**src/rtl/ssm_pkg.sv**
```systemverilog
package ssm_pkg;
  typedef struct packed {
    logic inv;
    logic pha;
  } ssm_mode_t;
endpackage

```
**src/rtl/ssm_seq.sv**
```systemverilog
module ssm_seq
  import ssm_pkg::*;
#(
  parameter int EDGES = 16,
  localparam int CNT_W = $clog2(EDGES)
) (
  input  logic clk,
  input  logic rst_n,
  input  logic tick,
  input  logic start,
  input  ssm_mode_t cfg,
  output logic busy,
  output logic sclk,
  output logic setup_stb,
  output logic sample_stb,
  output logic done
);
  ssm_mode_t         mode_q;
  logic [CNT_W-1:0]  cnt_q;
  logic              edge_now, lead, last, sample_kind;

  assign edge_now    = busy && tick;
  assign lead        = ~cnt_q[0];
  assign last        = edge_now && (cnt_q == CNT_W'(EDGES - 1));
  assign sample_kind = lead ^ mode_q.pha;
  assign sample_stb  = edge_now && sample_kind;
  assign setup_stb   = edge_now && !sample_kind && !last;

  always_ff @(posedge clk or negedge rst_n) begin
    if (!rst_n) begin
      busy   <= 1'b0;
      sclk   <= 1'b0;
      cnt_q  <= '0;
      mode_q <= '0;
      done   <= 1'b0;
    end else begin
      done <= 1'b0;
      if (!busy) begin
        sclk <= cfg.inv;
        if (start) begin
          busy   <= 1'b1;
          cnt_q  <= '0;
          mode_q <= cfg;
        end
      end else if (tick) begin
        sclk  <= ~sclk;
        cnt_q <= cnt_q + 1'b1;
        if (last) begin
          busy <= 1'b0;
          done <= 1'b1;
        end
      end
    end
  end

  p_sclk_hold_r1: assert property (@(posedge clk) disable iff (!rst_n)
    (busy && !tick) |=> $stable(sclk));
  p_idle_return_r3: assert property (@(posedge clk) disable iff (!rst_n)
    done |-> (sclk == mode_q.inv));
  p_done_pulse_r7: assert property (@(posedge clk) disable iff (!rst_n)
    done |=> !done);
  p_mode_hold_r8: assert property (@(posedge clk) disable iff (!rst_n)
    (busy && $past(busy)) |-> $stable(mode_q));
endmodule

```
**src/rtl/ssm_tx.sv**
```systemverilog
module ssm_tx #(
  parameter int W = 8,
  parameter bit MSB_FIRST = 1'b1
) (
  input  logic         clk,
  input  logic         rst_n,
  input  logic         load,
  input  logic         pha,
  input  logic [W-1:0] data,
  input  logic         setup,
  output logic         sdo
);
  logic [W-1:0] sh_q, data_nxt, sh_nxt;
  logic         data_head, sh_head;

  generate
    if (MSB_FIRST) begin : g_msb
      assign data_head = data[W-1];
      assign sh_head   = sh_q[W-1];
      assign data_nxt  = {data[W-2:0], 1'b0};
      assign sh_nxt    = {sh_q[W-2:0], 1'b0};
    end else begin : g_lsb
      assign data_head = data[0];
      assign sh_head   = sh_q[0];
      assign data_nxt  = {1'b0, data[W-1:1]};
      assign sh_nxt    = {1'b0, sh_q[W-1:1]};
    end
  endgenerate

  always_ff @(posedge clk or negedge rst_n) begin
    if (!rst_n) begin
      sh_q <= '0;
      sdo  <= 1'b0;
    end else if (load) begin
      if (!pha) begin
        sdo  <= data_head;
        sh_q <= data_nxt;
      end else begin
        sh_q <= data;
      end
    end else if (setup) begin
      sdo  <= sh_head;
      sh_q <= sh_nxt;
    end
  end
endmodule

```
**src/rtl/ssm_rx.sv**
```systemverilog
module ssm_rx #(
  parameter int W = 8,
  parameter bit MSB_FIRST = 1'b1
) (
  input  logic         clk,
  input  logic         rst_n,
  input  logic         sample,
  input  logic         sdi,
  output logic [W-1:0] data
);
  logic [W-1:0] nxt;

  generate
    if (MSB_FIRST) begin : g_msb
      assign nxt = {data[W-2:0], sdi};
    end else begin : g_lsb
      assign nxt = {sdi, data[W-1:1]};
    end
  endgenerate

  always_ff @(posedge clk or negedge rst_n) begin
    if (!rst_n) data <= '0;
    else if (sample) data <= nxt;
  end
endmodule

```
**src/rtl/sync_shift_master.sv**
```systemverilog
module sync_shift_master
  import ssm_pkg::*;
#(
  parameter int DATA_W = 8,
  parameter bit MSB_FIRST = 1'b1,
  localparam int EDGES = 2 * DATA_W
) (
  input  logic              clk,
  input  logic              rst_n,
  input  logic              div_tick,
  input  logic              cfg_invert,
  input  logic              cfg_phase,
  input  logic              tx_valid,
  output logic              tx_ready,
  input  logic [DATA_W-1:0] tx_byte,
  output logic              sclk,
  output logic              sdo,
  input  logic              sdi,
  output logic              rx_valid,
  output logic [DATA_W-1:0] rx_byte
);
  ssm_mode_t cfg;
  logic busy, start, setup_stb, sample_stb;

  assign cfg.inv  = cfg_invert;
  assign cfg.pha  = cfg_phase;
  assign tx_ready = !busy;
  assign start    = tx_valid && tx_ready;

  ssm_seq #(.EDGES(EDGES)) u_seq (
    .clk(clk), .rst_n(rst_n), .tick(div_tick), .start(start), .cfg(cfg),
    .busy(busy), .sclk(sclk), .setup_stb(setup_stb), .sample_stb(sample_stb),
    .done(rx_valid)
  );

  ssm_tx #(.W(DATA_W), .MSB_FIRST(MSB_FIRST)) u_tx (
    .clk(clk), .rst_n(rst_n), .load(start), .pha(cfg_phase), .data(tx_byte),
    .setup(setup_stb), .sdo(sdo)
  );

  ssm_rx #(.W(DATA_W), .MSB_FIRST(MSB_FIRST)) u_rx (
    .clk(clk), .rst_n(rst_n), .sample(sample_stb), .sdi(sdi), .data(rx_byte)
  );

  p_accept_r2: assert property (@(posedge clk) disable iff (!rst_n)
    (tx_valid && tx_ready) |=> !tx_ready);
  p_done_idle_r7: assert property (@(posedge clk) disable iff (!rst_n)
    rx_valid |-> tx_ready);
  p_strobe_excl_r4: assert property (@(posedge clk) disable iff (!rst_n)
    !(setup_stb && sample_stb));
endmodule

```
**config.mk**
```make
export PLATFORM = sky130hd
export DESIGN_NAME = sync_shift_master
export DESIGN_NICKNAME = d
export VERILOG_FILES = /design/src/rtl/ssm_pkg.sv /design/src/rtl/ssm_seq.sv /design/src/rtl/ssm_tx.sv /design/src/rtl/ssm_rx.sv /design/src/rtl/sync_shift_master.sv
export SDC_FILE = /design/constraint.sdc
export NUM_CORES = 1
export LEC_CHECK = 0
export ABC_AREA = 1
export CORE_MARGIN = 2
export CORE_UTILIZATION = 54
export CTS_CLUSTER_SIZE = 20
export DETAILED_ROUTE_END_ITERATION = 10
export GPL_ROUTABILITY_DRIVEN = 0
export PLACE_DENSITY = 0.84
export SLEW_MARGIN = 20
export SYNTH_ARGS = -nofsm -noshare
export SYNTH_HDL_FRONTEND = slang
export SYNTH_SLANG_ARGS = --single-unit
```
**constraint.sdc**
```tcl
create_clock -name clk -period 3.24 [get_ports clk]
set_clock_uncertainty 0.1 [all_clocks]
set_input_delay 0.648 -clock clk [delete_from_list [all_inputs] [get_ports clk]]
set_output_delay 0.648 -clock clk [all_outputs]
set_load 0.05 [all_outputs]
```
==> results.py, run 1 <==
metrics = {
    "run_status": {
        "status": "complete, no violations",
    },
    "cts": {
        "htreeDepth": 1,
        "cts.path.max_buffers": 2,
        "postCtsHoldBufs": 0,
        "clock_sinks": 25,
        "clk_latency_ps": 330,
        "clkTransAtPathRegs_ps": 130,
        "cts_setup_buffers": 0,
        "clockRootBuffer": "clkbuf_4",
        "post_cts_resize_count": 0,
        "cts_tree": "done",
        "cts-buffers-inserted": 3,
    },
    "synth": {
        "postSynthAreaPerCell_um2": 8.01,
        "syn-num-nets": 178,
        "synth-warning-count": 0,
        "syn_area_um2": 1300,
        "syn-instance-count": 162,
        "synth_seq_cells": 25,
        "yosysUniqueCellTypes": 23,
        "synth-seq-area-share_pct": 48.2,
    },
    "sta": {
        "fmaxAchievable_mhz": 411,
        "finalSetupTns_ps": 0,
        "worstMarginPinSlew_ps": 501,
        "finalSetupViolCount": 0,
        "hold_viol_final": 0,
        "finalCritPeriodShare_pct": 75.1,
        "holdWs_ps": 427,
        "maxSlewHeadroom_pct": 66.5,
        "rsz0062_at_grt": "false",
        "final.min_clock_period_ps": 2430,
        "slew_violations": 0,
    },
    "cells_and_area": {
        "drive_above_1_share_pct": 11.2,
        "multi_input_area_um2": 583,
        "nFillCells": 187,
        "area_growth_pct": 22.1,
        "layout_commonest_cell": "nand2_1",
        "layoutNonFillerInstCount": 216,
        "diodes": 0,
        "layout.nets": 205,
        "seq_area_um2": 626,
        "mostFrequentLayoutCells": "nand2_1 (77), clkdlybuf4s50_1 (26), dfrtp_1 (25)",
    },
    "power": {
        "cellPowerDensity_nw_per_um2": 939,
        "static-leakage-power_uw": 0.000821,
        "finalPower_uw": 1490,
        "peakVddDrop_mv": 0.832,
    },
    "route": {
        "wl_um": 2540,
        "drc": 0,
        "drt_pass1_iterations": 4,
        "vias_per_cell": 5.09,
        "first_iter_violations": 23,
        "ant_nets": 0,
        "num_vias": 1099,
        "drt-wirelength-per-cell_um": 11.8,
    },
    "global_routing": {
        "antenna_found_initial": 0,
        "track_usage_pct": 21.3,
        "overflow": 0,
        "grt_pass1_wl_um": 4330,
        "grt_max_degree": 26,
        "grt_pass1_vias": 1057,
    },
    "floorplan": {
        "start_util_pct": 58.1,
        "die_w_um": 53.0,
        "num_io_pins": 27,
        "core_um2": 2230,
        "die_h_um": 53.0,
        "die_area_um2": 2810,
        "fp-row-count": 17,
    },
    "critical_path": {
        "criticalPathCategory": "register to primary output",
        "crit_fanout": 5,
        "cp.required_ps": 2490,
        "crit_path_end_kind": "primary output",
        "arrival_ps": 1690,
        "critical_path.startpoint_type": "register",
    },
    "place": {
        "io_buffers": 26,
        "dp_cells": 212,
        "place_hpwl_um": 1910,
    },
    "job": {
        "cap_violations": 0,
    },
    "min_path": {
        "hp-class": "register to register",
    },
}
==> kinds of logic (layout without fill, tap and decap cells) <==
| logic type | count (synthesis) | in the layout | synth area share, % |
|---|---|---|---|
| and+or+nand+nor | 107 | 107 | 35.8 |
| DFF | 25 | 25 | 48.2 |
| buffers and inverters | 15 | 41 | 6.85 |
| AOI/OAI and AO/OA | 13 | 13 | 7.52 |
| adders and majority gates | 1 | 1 | 0.964 |
| xor gates and xnor gates | 1 | 1 | 0.675 |
==> registers in the layout (all words and copies together) (netlist names) <==
| register | cells |
|---|---|
| u_rx.data | 8 |
| u_tx.sh_q | 8 |
| u_seq.cnt_q | 4 |
| u_seq.busy | 1 |
| u_seq.done | 1 |
| u_seq.mode_q | 1 |
| u_seq.sclk | 1 |
| u_tx.sdo | 1 |
==> layout make-up <==
cell class              instances  share of cell area [%]
repair buffers                 27                    16.9
clock buffers                   3                    1.42
clock inverters                 1                   0.474
well taps                      28                    2.21
flip-flops and latches         25                    39.5
multi-input cells             122                    36.8
inverters                      10                    2.69
==> cell usage after synthesis <==
| library cell | count | area share, % |
|---|---|---|
| nand2_1 | 77 | 22 |
| dfrtp_1 | 25 | 48 |
| nand3_1 | 16 | 6.2 |
| nor2_1 | 7 | 2.0 |
| inv_1 | 6 | 1.7 |
| a21oi_2 | 4 | 2.7 |
| o21ai_0 | 4 | 1.5 |
| o21ai_2 | 4 | 2.7 |
| buf_6 | 3 | 2.6 |
| inv_2 | 2 | 0.58 |
| nand2_4 | 2 | 1.7 |
| buf_2 | 1 | 0.39 |
| buf_4 | 1 | 0.58 |
| clkinv_1 | 1 | 0.29 |
| clkinv_4 | 1 | 0.68 |
| ha_1 | 1 | 0.96 |
| nand2_2 | 1 | 0.48 |
| nand3_2 | 1 | 0.77 |
| nand3_4 | 1 | 1.4 |
| nand3b_1 | 1 | 0.58 |
| nor3_1 | 1 | 0.39 |
| o21a_1 | 1 | 0.58 |
| xnor2_1 | 1 | 0.68 |
==> critical path: stages, from the launching register on <==
cell	delay, ps
dfrtp_1	440
inv_2	110
clkdlybuf4s50_1	810
==> power by group <==
group	leakage (uW)	internal [uW]	switching (uW)
Sequential	0.000312	439	93.8
Clock	0.0000139	47.3	96.8
Combinational	0.000495	275	536
Total	0.000821	761	726
==> metrics by stage <==
step           setup WS (ps)  cell area [um2]  util, %
3_3_place_gp            1140             1550     69.6
3_5_place_dp            1090             1550     69.6
6_report                 806             1580     70.9
4_1_cts                  791             1580     70.9
5_1_grt                  754             1580     70.9
2_1_floorplan           1790             1300        -
==> metal layers <==
| metal | wire [um] | vias to the layer above | track usage [%] |
|---|---|---|---|
| met5 | 0 | - | 0 |
| met4 | 45 | 0 | 10.7 |
| met3 | 81 | 5 | 3.39 |
| met2 | 1310 | 21 | 36.9 |
| met1 | 1100 | 510 | 25.4 |
| li1 | - | 563 | - |
==> final timing paths <==
check / startpoint / end / slack (ps) / cells after the start
min in group asynchronous: rst_n / u_tx.sdo / 560 / 2
setup / recovery: u_seq.busy / tx_ready / 810 / 2
setup reg to reg: u_seq.cnt_q[0] / u_tx.sh_q[3] / 1610 / 6
max in group asynchronous: rst_n / u_tx.sh_q[3] / 2240 / 2
hold / removal: u_tx.sh_q[6] / u_tx.sh_q[6] / 430 / 2
hold reg to reg: u_tx.sh_q[6] / u_tx.sh_q[6] / 430 / 2
Power figures use the tool's default switching activity.
==> run 2: changes to the inputs <==
--- a/config.mk
+++ b/config.mk
@@ -7,11 +7,11 @@
 export LEC_CHECK = 0
 export ABC_AREA = 1
 export CORE_MARGIN = 2
-export CORE_UTILIZATION = 54
+export CORE_UTILIZATION = 45
 export CTS_CLUSTER_SIZE = 20
 export DETAILED_ROUTE_END_ITERATION = 10
 export GPL_ROUTABILITY_DRIVEN = 0
-export PLACE_DENSITY = 0.84
+export PLACE_DENSITY = 0.74
 export SLEW_MARGIN = 20
 export SYNTH_ARGS = -nofsm -noshare
 export SYNTH_HDL_FRONTEND = slang
==> constraint.sdc (replaced) <==
create_clock -name clk -period 2.1 [get_ports clk]
set_clock_uncertainty 0.1 [all_clocks]
set_input_delay 0.42 -clock clk [delete_from_list [all_inputs] [get_ports clk]]
set_output_delay 0.42 -clock clk [all_outputs]
set_load 0.05 [all_outputs]
==> run 2 against run 1 <==
Sequential power increased by 56%; cell count increased by 1.9%; critical path depth decreased by 1; clock power increased by 42%; utilization decreased by 13 points; largest power group unchanged; cell area increased by 0.32%; combinational power increased by 53%; highest routed layer unchanged; clock-buffer cell count increased by 1; first-iteration DRC count decreased by 4.3%.
==> results.py, run 2 (synthesis gave the netlist of run 1 again) <==
metrics = {
    "power": {
        "p_sw_uw": 1100,
        "cellPowerDensity_nw_per_um2": 1430,
        "peakVddDrop_mv": 1.34,
        "static-leakage-power_uw": 0.000829,
        "seqPwrFrac_pct": 36.5,
        "pwr-share-comb_pct": 54.5,
        "swShare_pct": 48.3,
        "clkPwrFrac_pct": 9.0,
        "p_int_uw": 1170,
    },
    "sta": {
        "slew_violations": 0,
        "fmaxAchievable_mhz": 490,
        "rsz0062_at_grt": "false",
        "final.min_clock_period_ps": 2040,
        "finalSetupViolCount": 0,
        "worstMarginPinSlew_ps": 498,
        "finalSetupTns_ps": 0,
        "finalCritPeriodShare_pct": 97.2,
        "hold_viol_final": 0,
        "maxSlewHeadroom_pct": 66.7,
    },
    "cts": {
        "cts_tree": "done",
        "cts.path.max_buffers": 2,
        "cts_setup_buffers": 0,
        "clock_sinks": 25,
        "clkTransAtPathRegs_ps": 130,
        "clockRootBuffer": "clkbuf_4",
        "post_cts_resize_count": 0,
        "htreeDepth": 1,
        "cts-buffers-inserted": 3,
        "clk_latency_ps": 310,
        "postCtsHoldBufs": 0,
    },
    "route": {
        "drt-wirelength-per-cell_um": 10.9,
        "wl_um": 2400,
        "drt_pass1_iterations": 4,
        "first_iter_violations": 22,
        "drc": 0,
        "ant_nets": 0,
        "num_vias": 1101,
        "vias_per_cell": 5.00,
    },
    "cells_and_area": {
        "area_growth_pct": 22.5,
        "layout_commonest_cell": "nand2_1",
        "diodes": 0,
        "mostFrequentLayoutCells": "nand2_1 (77), clkdlybuf4s50_1 (25), dfrtp_1 (25)",
        "drive_above_1_share_pct": 11.6,
        "reg_top3": "u_rx.data x8, u_tx.sh_q x8, u_seq.cnt_q x4",
        "fin_util_pct": 57.6,
        "nFillCells": 258,
        "layout.nets": 206,
    },
    "critical_path": {
        "slowest_stage": "clkdlybuf4s50_1",
        "startpoint": "u_seq.sclk",
        "critPathTopFamily": "buffers and inverters",
        "crit_fanout": 2,
        "criticalPathCategory": "register to primary output",
        "crit_path_end_kind": "primary output",
        "arrival_ps": 1520,
        "r2r_setup_slack_ps": 460,
        "cp.required_ps": 1580,
        "cpPeakStageDelay_ps": 810,
        "timing.rr.start": "u_seq.cnt_q[0]",
        "critical_path_buf_inv_count": 1,
        "crit_chain": "clkdlybuf4s50_1",
        "ff2ff_path_depth": 6,
        "critical_path.startpoint_type": "register",
        "r2r_end": "u_tx.sh_q[6]",
    },
    "floorplan": {
        "die_area_um2": 3330,
        "fp-row-count": 19,
        "num_io_pins": 27,
        "die_h_um": 57.7,
        "core_um2": 2760,
        "start_util_pct": 47.1,
        "die_w_um": 57.7,
    },
    "global_routing": {
        "track_usage_pct": 16.3,
        "grt_pass1_vias": 1010,
        "grt_pass1_wl_um": 4220,
        "grt_max_degree": 26,
        "antenna_found_initial": 0,
        "overflow": 0,
    },
    "min_path": {
        "hp-class": "primary input to asynchronous set/reset pin",
    },
    "job": {
        "cap_violations": 0,
    },
    "place": {
        "place_hpwl_um": 1930,
        "io_buffers": 26,
    },
    "run_status": {
        "status": "complete, no violations",
    },
}
-- run 2: layout make-up --
class / instances / area, um2 / share of cell area (%)
multi-input cells: 122 / 583 / 36.7
flip-flops and latches: 25 / 626 / 39.4
repair buffers: 28 / 273 / 17.2
well taps: 31 / 38.8 / 2.44
inverters: 10 / 42.5 / 2.68
clock buffers: 4 / 26.3 / 1.65
-- run 2: power groups by stage --
| stage | sequential, uW | combinational, uW | clock (uW) |
|---|---|---|---|
| 3_3_place_gp | 823 | 1220 | 0 |
| 4_1_cts | 829 | 1250 | 212 |
| 6_report | 830 | 1240 | 204 |
| 3_5_place_dp | 836 | 1250 | 0 |
| 5_1_grt | 854 | 1350 | 232 |
| 2_1_floorplan | 1140 | 613 | 0 |
-- run 2: metal layers --
layer / vias to the layer above / track usage (%) / share of wire (%)
met3: 2 / 5.13 / 3.8
met1: 519 / 20.0 / 44
li1: 563 / - / -
met4: 0 / 2.99 / 0.54
met5: - / 0 / 0
met2: 17 / 28.6 / 52
-- run 2: worst max path at each step --
stage / slack, ps / cells after the start / endpoint
detailed placement: 190 / 7 / u_tx.sh_q[6]
finish: 60 / 1 / sclk
global placement: 230 / 7 / u_tx.sh_q[7]
floorplan: 780 / 6 / u_tx.sdo
global route: 10 / 1 / sclk
CTS: 50 / 1 / rx_byte[3]
-- run 2: per-stage QoR --
| step | area, um2 | total power, uW | setup slack [ps] | hold WS, ps | instances |
|---|---|---|---|---|---|
| global placement | 1560 | 2040 | 229 | 371 | 216 |
| floorplan | 1300 | 1760 | 784 | 24.4 | 162 |
| finish | 1590 | 2270 | 58.1 | 349 | 220 |
| CTS | 1590 | 2300 | 47.6 | 357 | 220 |
| detailed placement | 1560 | 2090 | 187 | 382 | 216 |
| global route | 1590 | 2430 | 9.85 | 375 | 220 |
==> run 3: changes to the inputs <==
--- a/config.mk
+++ b/config.mk
@@ -6,12 +6,14 @@
 export NUM_CORES = 1
 export LEC_CHECK = 0
 export ABC_AREA = 1
+export CORE_ASPECT_RATIO = 0.6
 export CORE_MARGIN = 2
-export CORE_UTILIZATION = 45
+export CORE_UTILIZATION = 55
 export CTS_CLUSTER_SIZE = 20
 export DETAILED_ROUTE_END_ITERATION = 10
+export DONT_BUFFER_PORTS = 1
 export GPL_ROUTABILITY_DRIVEN = 0
-export PLACE_DENSITY = 0.74
+export PLACE_DENSITY = 0.73
 export SLEW_MARGIN = 20
 export SYNTH_ARGS = -nofsm -noshare
 export SYNTH_HDL_FRONTEND = slang
==> run 3 against run 2 <==
Critical path depth increased by 5; via count decreased by 10%; power decreased by 5.9%; cell area decreased by 14%; cell count decreased by 12%; wire length decreased by 1.5%; die area decreased by 17%; utilization increased by 4.5 points; critical path type is now register to register; critical endpoint is now u_tx.sdo; largest power group is now sequential cells.
==> results.py, run 3 (synthesis gave the netlist of run 1 again) <==
metrics = {
    "route": {
        "wl_um": 2370,
        "drt_pass1_iterations": 4,
        "drt-wirelength-per-cell_um": 12.3,
        "first_iter_violations": 81,
        "vias_per_cell": 5.11,
        "drc": 0,
        "num_vias": 987,
        "ant_nets": 0,
    },
    "cts": {
        "clk_latency_ps": 270,
        "cts_setup_buffers": 0,
        "postCtsHoldBufs": 2,
        "cts_tree": "done",
        "clock_sinks": 25,
        "post_cts_resize_count": 0,
        "clockRootBuffer": "clkbuf_8",
        "cts-buffers-inserted": 3,
        "clkTransAtPathRegs_ps": 90,
        "htreeDepth": 1,
        "cts.path.max_buffers": 2,
    },
    "cells_and_area": {
        "fin_util_pct": 62.1,
        "area_growth_pct": 5.11,
        "mostFrequentLayoutCells": "nand2_1 (77), dfrtp_1 (25), nand3_1 (16)",
        "reg_top3": "u_rx.data x8, u_tx.sh_q x8, u_seq.cnt_q x4",
        "nFillCells": 205,
        "layout.nets": 180,
        "drive_above_1_share_pct": 12.3,
        "seq_area_um2": 626,
        "multi_input_area_um2": 583,
        "diodes": 0,
        "layout_commonest_cell": "nand2_1",
    },
    "floorplan": {
        "die_w_um": 66.7,
        "start_util_pct": 59.1,
        "core_um2": 2200,
        "num_io_pins": 27,
        "die_area_um2": 2780,
        "fp-row-count": 13,
        "die_h_um": 41.6,
    },
    "power": {
        "swShare_pct": 50.9,
        "peakVddDrop_mv": 0.871,
        "clkPwrFrac_pct": 13.2,
        "seqPwrFrac_pct": 54.8,
        "p_sw_uw": 1090,
        "pwr-share-comb_pct": 32.0,
        "cellPowerDensity_nw_per_um2": 1570,
        "p_int_uw": 1050,
        "static-leakage-power_uw": 0.000738,
    },
    "critical_path": {
        "criticalPathCategory": "register to register",
        "critical_path.startpoint_type": "register",
        "slowest_stage": "dfrtp_1",
        "crit_fanout": 24,
        "arrival_ps": 1670,
        "cp.required_ps": 2150,
        "crit_chain": "inv_2 > nand2_4 > inv_2 > nand2_1 > nand3_1 > nand2_1",
        "cpPeakStageDelay_ps": 430,
        "crit_path_end_kind": "register",
    },
    "global_routing": {
        "track_usage_pct": 19.2,
        "grt_max_degree": 26,
        "overflow": 0,
        "grt_pass1_wl_um": 4040,
        "grt_pass1_vias": 929,
        "antenna_found_initial": 0,
    },
    "place": {
        "place_hpwl_um": 1690,
        "io_buffers": 0,
    },
    "sta": {
        "finalSetupTns_ps": 0,
        "worstMarginPinSlew_ps": 509,
        "hold_viol_final": 0,
        "rsz0062_at_grt": "false",
        "finalSetupViolCount": 0,
        "maxSlewHeadroom_pct": 66.1,
        "final.min_clock_period_ps": 1620,
        "finalCritPeriodShare_pct": 77.0,
        "fmaxAchievable_mhz": 619,
        "slew_violations": 0,
    },
    "job": {
        "cap_violations": 0,
    },
    "run_status": {
        "status": "complete, no violations",
    },
    "min_path": {
        "hp-class": "primary input to register",
    },
}
==> run 3: cell count changes in the layout (fill, tap and decap cells not counted) <==
cell             change
buf_12               +1
clkdlybuf4s50_1     -25
dlygate4sd3_1        +1
clkbuf_8             +3
clkbuf_4             -3
buf_4                -3
==> run 3: layout make-up <==
cell class / count / area share, %
flip-flops and latches: 25 / 45.9
multi-input cells: 122 / 42.8
clock buffers: 4 / 3.30
inverters: 10 / 3.12
well taps: 30 / 2.75
repair buffers: 2 / 2.20
==> run 3: worst max-delay path, delay by kind of cell (launching register included) <==
| kind | cells | cell delay (ps) |
|---|---|---|
| buf+inv | 2 | 480 |
| flops | 1 | 430 |
| simple gates | 4 | 490 |
==> run 3: power by group through the flow <==
stage	Clock, uW	Sequential [uW]	Combinational (uW)
2_1_floorplan	0	1140	613
3_3_place_gp	0	1170	632
3_5_place_dp	0	1180	667
4_1_cts	292	1170	682
5_1_grt	314	1200	778
6_report	282	1170	683
==> run 3: per-stage QoR <==
stage,hold slack (ps),instance area [um2],std cells,setup slack (ps),power [uW]
after floorplan,24.4,1300,162,784,1760
after global placement,24.8,1290,187,531,1810
after detailed placement,24.8,1290,187,510,1850
after CTS,163,1360,193,480,2140
after global routing,167,1360,193,351,2290
final,168,1360,193,484,2140
==> run 3: worst paths after layout <==
kind                                   to  slack (ps)  cells past startpoint         start
min reg2reg                  u_tx.sh_q[0]         420                      2  u_tx.sh_q[0]
max in group asynchronous  u_seq.cnt_q[0]        1270                      2         rst_n
max reg2reg                      u_tx.sdo         480                      6    u_seq.busy
min                          u_tx.sh_q[0]         170                      2    tx_byte[0]
min in group asynchronous    u_rx.data[1]         470                      2         rst_n
max                              u_tx.sdo         480                      6    u_seq.busy
==> run 3: metal layers <==
| layer | routed length, um | global-route usage [%] | vias up | part of all wire (%) |
|---|---|---|---|---|
| li1 | - | - | 508 | - |
| met4 | 11 | 4.90 | 0 | 0.46 |
| met3 | 147 | 7.05 | 2 | 6.2 |
| met5 | 0 | 0 | - | 0 |
| met1 | 1110 | 25.3 | 453 | 47 |
| met2 | 1100 | 30.2 | 24 | 46 |
